===== src/rtl/ild_pkg.sv =====
package ild_pkg;
  localparam int LEN_W  = 2;
  localparam int MAXLEN = 3;

  // Two-bit length code taken from bits 31:30 of a first word.
  function automatic logic [LEN_W-1:0] code_to_len(input logic [1:0] code);
    case (code)
      2'b10:   return 2'd2;
      2'b11:   return 2'd3;
      default: return 2'd1;
    endcase
  endfunction
endpackage


===== src/rtl/ild_word_scan.sv =====
module ild_word_scan #(
  parameter int WIN    = 8,
  parameter int WORD_W = 32,
  parameter int POS_W  = 5
) (
  input  logic [WIN*WORD_W-1:0]              words,
  input  logic [WIN-1:0]                     wvalid,
  output logic [WIN*ild_pkg::LEN_W-1:0]      wlen,
  output logic [WIN-1:0]                     wok,
  output logic [WIN*POS_W-1:0]               wnext
);
  import ild_pkg::*;

  // Flags padded with zeros: words past the window end never count as present.
  logic [WIN+MAXLEN-1:0] vpad;
  assign vpad = {{MAXLEN{1'b0}}, wvalid};

  for (genvar w = 0; w < WIN; w++) begin : g_word
    logic [LEN_W-1:0] len_w;
    logic             ok_w;

    assign len_w = code_to_len(words[w*WORD_W + WORD_W-1 -: 2]);

    always_comb begin
      ok_w = 1'b1;
      for (int j = 0; j < MAXLEN; j++) begin
        if (j < int'(len_w)) ok_w = ok_w & vpad[w+j];
      end
    end

    assign wlen[w*LEN_W +: LEN_W]  = len_w;
    assign wok[w]                  = ok_w;
    assign wnext[w*POS_W +: POS_W] = POS_W'(w) + POS_W'(len_w);
  end
endmodule


===== src/rtl/ild_slot_chain.sv =====
module ild_slot_chain #(
  parameter int WIN   = 8,
  parameter int SLOTS = 4,
  parameter int OFF_W = 3,
  parameter int POS_W = 5,
  parameter int CNT_W = 4
) (
  input  logic [OFF_W-1:0]                 start,
  input  logic [WIN*ild_pkg::LEN_W-1:0]    wlen,
  input  logic [WIN-1:0]                   wok,
  input  logic [WIN*POS_W-1:0]             wnext,
  output logic [SLOTS-1:0]                 vld,
  output logic [SLOTS*OFF_W-1:0]           off,
  output logic [SLOTS*ild_pkg::LEN_W-1:0]  len,
  output logic [CNT_W-1:0]                 used
);
  import ild_pkg::*;

  logic [POS_W-1:0] pos  [SLOTS+1];
  logic             live [SLOTS+1];

  assign pos[0]  = POS_W'(start);
  assign live[0] = 1'b1;

  // Each slot only selects entries from the per-word tables.
  for (genvar k = 0; k < SLOTS; k++) begin : g_slot
    logic             in_win;
    logic [OFF_W-1:0] idx;
    logic             take;

    assign in_win    = pos[k] < POS_W'(WIN);
    assign idx       = in_win ? pos[k][OFF_W-1:0] : '0;
    assign take      = live[k] && in_win && wok[idx];
    assign live[k+1] = take;
    assign pos[k+1]  = take ? wnext[idx*POS_W +: POS_W] : pos[k];

    assign vld[k]                  = take;
    assign off[k*OFF_W +: OFF_W]   = take ? idx : '0;
    assign len[k*LEN_W +: LEN_W]   = take ? wlen[idx*LEN_W +: LEN_W] : '0;
  end

  assign used = CNT_W'(pos[SLOTS] - POS_W'(start));
endmodule


===== src/rtl/instr_len_decoder.sv =====
module instr_len_decoder #(
  parameter int WIN    = 8,
  parameter int WORD_W = 32,
  parameter int SLOTS  = 4,
  localparam int OFF_W = $clog2(WIN),
  localparam int POS_W = OFF_W + 2,
  localparam int CNT_W = $clog2(WIN + 1),
  localparam int LEN_W = ild_pkg::LEN_W
) (
  input  logic                    clk,
  input  logic                    rst_n,
  input  logic [WIN*WORD_W-1:0]   in_words,
  input  logic [WIN-1:0]          in_wvalid,
  input  logic [OFF_W-1:0]        in_start,
  output logic [SLOTS-1:0]        out_vld,
  output logic [SLOTS*OFF_W-1:0]  out_off,
  output logic [SLOTS*LEN_W-1:0]  out_len,
  output logic [CNT_W-1:0]        out_used
);
  logic [WIN*LEN_W-1:0]   wlen;
  logic [WIN-1:0]         wok;
  logic [WIN*POS_W-1:0]   wnext;
  logic [SLOTS-1:0]       nx_vld;
  logic [SLOTS*OFF_W-1:0] nx_off;
  logic [SLOTS*LEN_W-1:0] nx_len;
  logic [CNT_W-1:0]       nx_used;

  ild_word_scan #(.WIN(WIN), .WORD_W(WORD_W), .POS_W(POS_W)) u_scan (
    .words (in_words),
    .wvalid(in_wvalid),
    .wlen  (wlen),
    .wok   (wok),
    .wnext (wnext)
  );

  ild_slot_chain #(.WIN(WIN), .SLOTS(SLOTS), .OFF_W(OFF_W), .POS_W(POS_W),
                   .CNT_W(CNT_W)) u_chain (
    .start(in_start),
    .wlen (wlen),
    .wok  (wok),
    .wnext(wnext),
    .vld  (nx_vld),
    .off  (nx_off),
    .len  (nx_len),
    .used (nx_used)
  );

  always_ff @(posedge clk) begin
    if (!rst_n) begin
      out_vld  <= '0;
      out_off  <= '0;
      out_len  <= '0;
      out_used <= '0;
    end else begin
      out_vld  <= nx_vld;
      out_off  <= nx_off;
      out_len  <= nx_len;
      out_used <= nx_used;
    end
  end

  // Sum of the registered lengths, formed apart from the position chain.
  logic [CNT_W+1:0] chk_sum;
  always_comb begin
    chk_sum = '0;
    for (int k = 0; k < SLOTS; k++)
      if (out_vld[k]) chk_sum = chk_sum + (CNT_W+2)'(out_len[k*LEN_W +: LEN_W]);
  end

  assert_used_sum_R6: assert property (@(posedge clk) disable iff (!rst_n)
    (CNT_W+2)'(out_used) == chk_sum);

  assert_first_start_R2: assert property (@(posedge clk) disable iff (!rst_n)
    out_vld[0] |-> out_off[OFF_W-1:0] == $past(in_start));

  for (genvar k = 0; k < SLOTS; k++) begin : g_chk
    assert_len_code_R1: assert property (@(posedge clk) disable iff (!rst_n)
      out_vld[k] |-> out_len[k*LEN_W +: LEN_W] != 2'd0);

    assert_in_window_R4: assert property (@(posedge clk) disable iff (!rst_n)
      out_vld[k] |-> (POS_W'(out_off[k*OFF_W +: OFF_W])
                      + POS_W'(out_len[k*LEN_W +: LEN_W])) <= POS_W'(WIN));

    if (k > 0) begin : g_link
      assert_adjacent_R3: assert property (@(posedge clk) disable iff (!rst_n)
        out_vld[k] |-> POS_W'(out_off[k*OFF_W +: OFF_W]) ==
          POS_W'(out_off[(k-1)*OFF_W +: OFF_W]) + POS_W'(out_len[(k-1)*LEN_W +: LEN_W]));

      assert_stop_after_gap_R5: assert property (@(posedge clk) disable iff (!rst_n)
        !out_vld[k-1] |-> !out_vld[k]);
    end
  end
endmodule


===== config.mk =====
export PLATFORM = sky130hd
export DESIGN_NAME = instr_len_decoder
export DESIGN_NICKNAME = d
export VERILOG_FILES = /design/src/rtl/ild_pkg.sv /design/src/rtl/ild_word_scan.sv /design/src/rtl/ild_slot_chain.sv /design/src/rtl/instr_len_decoder.sv
export SDC_FILE = /design/constraint.sdc
export NUM_CORES = 1
export LEC_CHECK = 0
export ABC_AREA = 0
export BUFFER_PORTS_ARGS = -buffer_cell sky130_fd_sc_hd__buf_2
export CAP_MARGIN = 0
export CORE_AREA = 8 8 109 111
export DETAILED_ROUTE_END_ITERATION = 10
export DIE_AREA = 0 0 117 119
export GPL_TIMING_DRIVEN = 0
export PLACE_DENSITY = 0.68
export SYNTH_ARGS = -nofsm -noshare
export SYNTH_HDL_FRONTEND = slang
export SYNTH_SLANG_ARGS = --single-unit

===== constraint.sdc =====
create_clock -name clk -period 6.15 [get_ports clk]
set_input_delay 0.3075 -clock clk [delete_from_list [all_inputs] [get_ports clk]]
set_output_delay 0.3075 -clock clk [all_outputs]
set_load 0.02 [all_outputs]

**Word-level counts from Yosys, hierarchy flattened**

Cells that the tools add are included.

- Output and inout bits: 28
- Bits of input ports: 269
- Word-level logic and storage cells: 150
- Register bits after elaboration: 28

- Equality and inequality tests: 16
- Muxes and demuxes: 48
- Multiply operators: 4
- Order comparisons: 32
- Bitwise gates (word level): 13
- Shift operators: 8
- Reduce and logical (&&, ||, !) cells: 11
- Add/subtract/negate cells: 8

Operators by type and width:

| operator | number |
|---|---|
| $shiftx A40 B7 Y5 | 3 |
| $shiftx A16 B5 Y2 | 4 |
| $shiftx A40 B7 Y4 | 1 |
| $eq A2 B2 Y1 const B | 16 |
| $lt A1 B2 Y1 const A | 16 |
| $pmux W2 S2 | 8 |
| $mux W1 | 28 |
| $mul A3 B3 Y6 const B | 4 |
| $lt A3 B4 Y1 const B | 5 |
| $add A3 B2 Y4 const A | 4 |
| $lt A2 B2 Y1 const A | 8 |
| $lt A5 B4 Y1 const B | 3 |
| $mux W5 | 3 |
| $and A1 B1 Y1 | 13 |
| $bmux W1 S3 | 4 |
| $mux W3 | 4 |
| $reduce_and A2 Y1 | 4 |
| $logic_and A1 B1 Y1 | 7 |
| $add A2 B2 Y3 const A | 2 |
| $mux W4 | 1 |
| $sub A4 B3 Y4 | 1 |
| $add A1 B2 Y3 const A | 1 |

**Depth between registers and ports, before layout**

- Depth after elaboration: 31
- Depth in mapped cells: 27

**Cells and area by module**

From an unflattened synthesis, not the netlist that was laid out.

- Cells, all modules: 556
- Area, all modules: 4566.9 µm²

By module, submodules not included:

| module | sequential area each (µm²) | area an instance (µm²) | cells each | instances |
|---|---|---|---|---|
| ild_slot_chain | 0.0 | 3255.6 | 414 | 1 |
| instr_len_decoder | 560.5 | 785.8 | 58 | 1 |
| ild_word_scan | 0.0 | 525.5 | 84 | 1 |

**Worst setup path after synthesis**

OpenSTA, ideal clock, no wires.

- Path type: input -> register
- From: in in_start[1]
- To: reg out_used[3]
- Setup time: 0.115 ns
- Stages on the path: 21
- Path buffers: 2
- Data arrival time: 5.459 ns
- Required time: 6.035 ns
- Setup slack: 0.576 ns
- Path through: buf_2 > inv_1 > mux4_2 > o32ai_1 > o21ai_0 > a211oi_1 > nor4_4 > o311a_1 > nor2_1 > mux4_2 > mux2_2 > buf_6 > mux2_2 > mux2i_1 > o21ai_1 > a21o_1 > ha_1 > a21o_1 > a21oi_1 > or3_1 > and3_1

- Longest elaborated chain between the ends: 25

Ends and longest elaborated chain:

| what | line | source |
|---|---|---|
| start: declaration | instr_len_decoder.sv:14 | `input logic [OFF_W-1:0] in_start,` |
| parallel branches: the longest is 24 deep, another holds $mul A3 B3 Y6 | -- |  |
| $sub A4 B3 Y4 * | ild_slot_chain.sv:42 | `assign used = CNT_W'(pos[SLOTS] - POS_W'(start));` |
| end signal: assignment | instr_len_decoder.sv:58 | `out_used <= nx_used;` |
| end: declaration | instr_len_decoder.sv:18 | `output logic [CNT_W-1:0] out_used` |

Every way passes the cells marked *. The select of a mux whose other input is x is not followed.
A chain may end at the register's enable or synchronous reset.

**Final worst setup path**

- From: in in_words[127]
- To: reg out_used[3]

- Longest elaborated chain between the ends: 31

Ends and longest elaborated chain:

| what | line | source |
|---|---|---|
| start: declaration | instr_len_decoder.sv:12 | `input logic [WIN*WORD_W-1:0] in_words,` |
| $eq A2 B2 Y1 | ild_pkg.sv:7 | `case (code)` |
| $pmux W2 S2 * | ild_pkg.sv:7 |  |
| parallel branches: the longest is 27 deep, another holds $lt A5 B4 Y1 | -- |  |
| $mux W4 * | ild_slot_chain.sv:35 | `assign pos[k+1] = take ? wnext[idx*POS_W +: POS_W] : pos[k];` |
| $sub A4 B3 Y4 * | ild_slot_chain.sv:42 |  |

Marked as above.

==> results by group <==
Layout
  – Share of cells above drive strength 1: 31.4%
  – Antenna cell count: 0
  – Area grow syn2layout: 23.8%
  – Non-Filler Instances: 556
  – Layout Nets: 694

Place
  – DP HPWL: 8650 um
  – Placed instance count: 549
  – # port buffers: 54
  – Final Wtd Congestion: 0.950

Power
  – Seq pwr share: 26.4%
  – NetSw: 335 uW
  – LEAKAGE: 1.45 nW
  – PD cells: 216 nW/um2
  – Switching Fraction: 44.1%
  – Clock share of power: 15.5%
  – Comb power frac: 58.1%
  – Internal power: 424 uW
  – Worst VDD drop: 0.104 mV

Setup path
  – CP max FO: 10
  – CP endpoint kind: flip-flop
  – Startpoint types: input pin
  – Worst EP required: 6.34 ns
  – Crit Path Category: input pin to flip-flop
  – CP arrival: 6.19 ns

Clocking
  – CTS Sinks: 28
  – CTS clock-pin slew for the worst setup and hold paths: 0.10 ns
  – Hold_buf cts: 0
  – Num CTS Buffers: 3
  – H-tree Lvls: 1
  – Maximum root-to-sink buffer count: 2
  – Root buffer cell: clkbuf_8
  – CTS tree: built

Global route
  – Total congestion overflow: 0
  – Vias in the first global route: 3208
  – First-pass GRT wire length: 17600 um
  – Largest net degree at the start of global routing: 16
  – Antenna violations before repair: 0
  – Tot GR Track Use: 16.2%

Floorplan
  – Cell row count: 37
  – Core Region: 10100 um2
  – # IOs: 297
  – Die Ht: 119 um
  – Die Span X: 117 um
  – Initial core utilization: 28.1%
  – DIE AREA: 13900 um2

Drt
  – Total wire length: 11600 um
  – Vias per cell: 6.00
  – Routed vias: 3334
  – DRT Pass-1 Iters: 5
  – Remaining antenna violation count: 0
  – First DRT Iteration DRCs: 332
  – WL/cell: 21.0 um
  – DRC: 0

STA
  – Max Slew Vio Count: 0
  – Final Cycle Share: 97.6%
  – Max_slew headroom: 50.8%
  – Worst Max-Slew Pin Slew: 0.733 ns
  – Max Fclk: 167 MHz
  – Hold_ws: 0.326 ns
  – Crit path time final: 6.00 ns
  – Hold Fails Final Rpt: 0
  – Setup violators final: 0

Logic synthesis
  – Post-synthesis sequential area ratio: 19.8%
  – Async SR Flop Fraction: 0%
  – Cells after Synth: 359
  – Yosys reg bits: 28
  – Post-Syn Area: 2830 um2
  – Post-synth EDFFs: 0
  – Most frequently used flop master after synthesis: dfxtp_1
  – Synthesized Nets: 632
  – Synthesized area per cell: 7.89 um2
  – Synth cell types: 72
  – Yosys Warn Count: 0

Run status
  – Status: finished clean

Job
  – Max-cap viol count: 0

Min path
  – Worst hold-check path type: input pin to flip-flop
==> cells in the mapped netlist (2+ instances only) <==
master | count | area (um2)
a21o_1 | 7 | 52.6
clkbuf_1 | 8 | 30.0
dfxtp_1 | 28 | 561
o32ai_1 | 2 | 17.5
o211ai_1 | 13 | 97.6
buf_1 | 2 | 7.51
nand3_1 | 12 | 60.1
or2_1 | 2 | 12.5
a211o_1 | 2 | 17.5
mux2_2 | 3 | 33.8
o21ai_0 | 17 | 85.1
nand2_1 | 28 | 105
nor3_1 | 12 | 60.1
ha_1 | 3 | 37.5
o41a_1 | 2 | 22.5
mux2i_1 | 16 | 160
mux4_2 | 10 | 225
a2111oi_2 | 2 | 30.0
o311ai_0 | 2 | 17.5
o41ai_1 | 2 | 17.5
o2111ai_1 | 2 | 17.5
o2111a_1 | 4 | 45.0
nor2_1 | 37 | 139
nor4_2 | 2 | 25.0
buf_2 | 9 | 45.0
nor3_2 | 2 | 20.0
a2111oi_0 | 3 | 26.3
nand2b_1 | 13 | 81.3
and2_1 | 9 | 56.3
nor2b_1 | 11 | 68.8
a21oi_1 | 32 | 160
inv_1 | 14 | 52.6
a211oi_1 | 6 | 45.0
nand2_2 | 2 | 12.5
o21ai_2 | 3 | 26.3
==> path summary, 6_finish.rpt <==
kind / start / to / slack [ns] / cells past startpoint
min: in_start[0] / out_used[0] / 0.33 / 3
max: in_words[127] / out_used[3] / 0.15 / 25
==> power by group through the flow <==
stage	Sequential [mW]	Clock, mW	Combinational (mW)
final	0.200	0.118	0.441
after global routing	0.201	0.127	0.473
after CTS	0.200	0.120	0.402
after detailed placement	0.204	0	0.397
after global placement	0.204	0	0.390
after floorplan	0.219	0	0.278
==> critical path, stage by stage <==
cell,delay [ns]
clkbuf_4,0.19
nand2_2,0.14
o2111a_1,0.31
nor4_2,0.47
o31a_1,0.33
or2_1,0.13
buf_2,0.19
nor4_2,0.10
nor4_4,0.67
nand4_4,0.23
and2_4,0.22
buf_4,0.17
o41a_1,0.43
nand3_1,0.15
mux2_2,0.36
buf_6,0.15
mux2i_1,0.14
and4b_2,0.28
o21ai_1,0.07
a21o_1,0.22
ha_1,0.28
a21o_1,0.11
a21oi_1,0.07
or3_1,0.29
and3_1,0.16
==> state kept, by name, indices dropped and copies added (netlist names) <==
register  count
out_len       8
out_vld       4
out_used      4
out_off      12
==> stage by stage <==
| step | total power, mW | area, um2 | worst slack, ns | utilization [%] | setup TNS [ns] |
|---|---|---|---|---|---|
| final | 0.759 | 3510 | 0.148 | 34.8 | 0 |
| after global routing | 0.802 | 3510 | -0.0327 | 34.8 | -0.0327 |
| after CTS | 0.722 | 3350 | 0.0144 | 33.2 | 0 |
| after detailed placement | 0.600 | 3270 | -0.417 | 32.4 | -1.10 |
| after global placement | 0.595 | 3270 | -0.374 | 32.4 | -0.908 |
| after floorplan | 0.496 | 2830 | 0.576 | - | 0 |
==> layout by cell type, fill, tap and decap left out, types with 4 or more instances in the layout <==
cell type,synthesis,final
mux4_2,10,10
buf_2,9,60
o2111a_1,4,4
a21o_1,7,7
mux2i_1,16,16
a2111oi_2,2,4
clkbuf_8,0,4
buf_4,1,6
clkbuf_1,8,4
o211ai_1,13,13
nand2b_1,13,12
o21ai_0,17,16
nand3_1,12,12
nand2_1,28,26
nor2_1,37,36
clkbuf_2,0,5
a211oi_1,6,5
dfxtp_1,28,28
nor2b_1,11,11
a21oi_2,1,4
and2_1,9,7
a21oi_1,32,29
inv_1,14,13
nor3_1,12,11
==> cell type report <==
type,instances,area (um2)
Buffer,20,109
Clock buffer,4,55.1
Fill cell,1116,6580
Inverter,14,56.3
Multi-Input combinational cell,296,2260
Sequential cell,28,561
Tap cell,136,170
Timing Repair Buffer,58,303
==> cells by family after synthesis <==
group / after synthesis / share of synthesized area (%)
and+or+nand+nor: 145 / 27.7
AOI/OAI and AO/OA: 116 / 29.4
buffers and inverters: 35 / 5.43
muxes: 30 / 15.3
DFF: 28 / 19.8
adders and majority gates: 4 / 2.03
xor gates and xnor gates: 1 / 0.309
==> timing repair <==
| action | 4_1_cts | 5_1_grt |
|---|---|---|
| cloned | 0 | 0 |
| endpoints found under the setup margin | 3 | 3 |
| pin swaps | 0 | 6 |
| buffers inserted | 0 | 4 |
| resized for setup | 3 | 38 |
==> routing by layer <==
metal / part of all wire, % / vias up / GRT usage (%)
met4: 4.1 / 0 / 5.92
met1: 42 / 1581 / 22.5
met3: 9.4 / 41 / 2.68
li1: - / 1486 / -
met2: 44 / 226 / 24.3
met5: 0 / - / 0
Note: power is estimated with default switching activity, not from simulation.
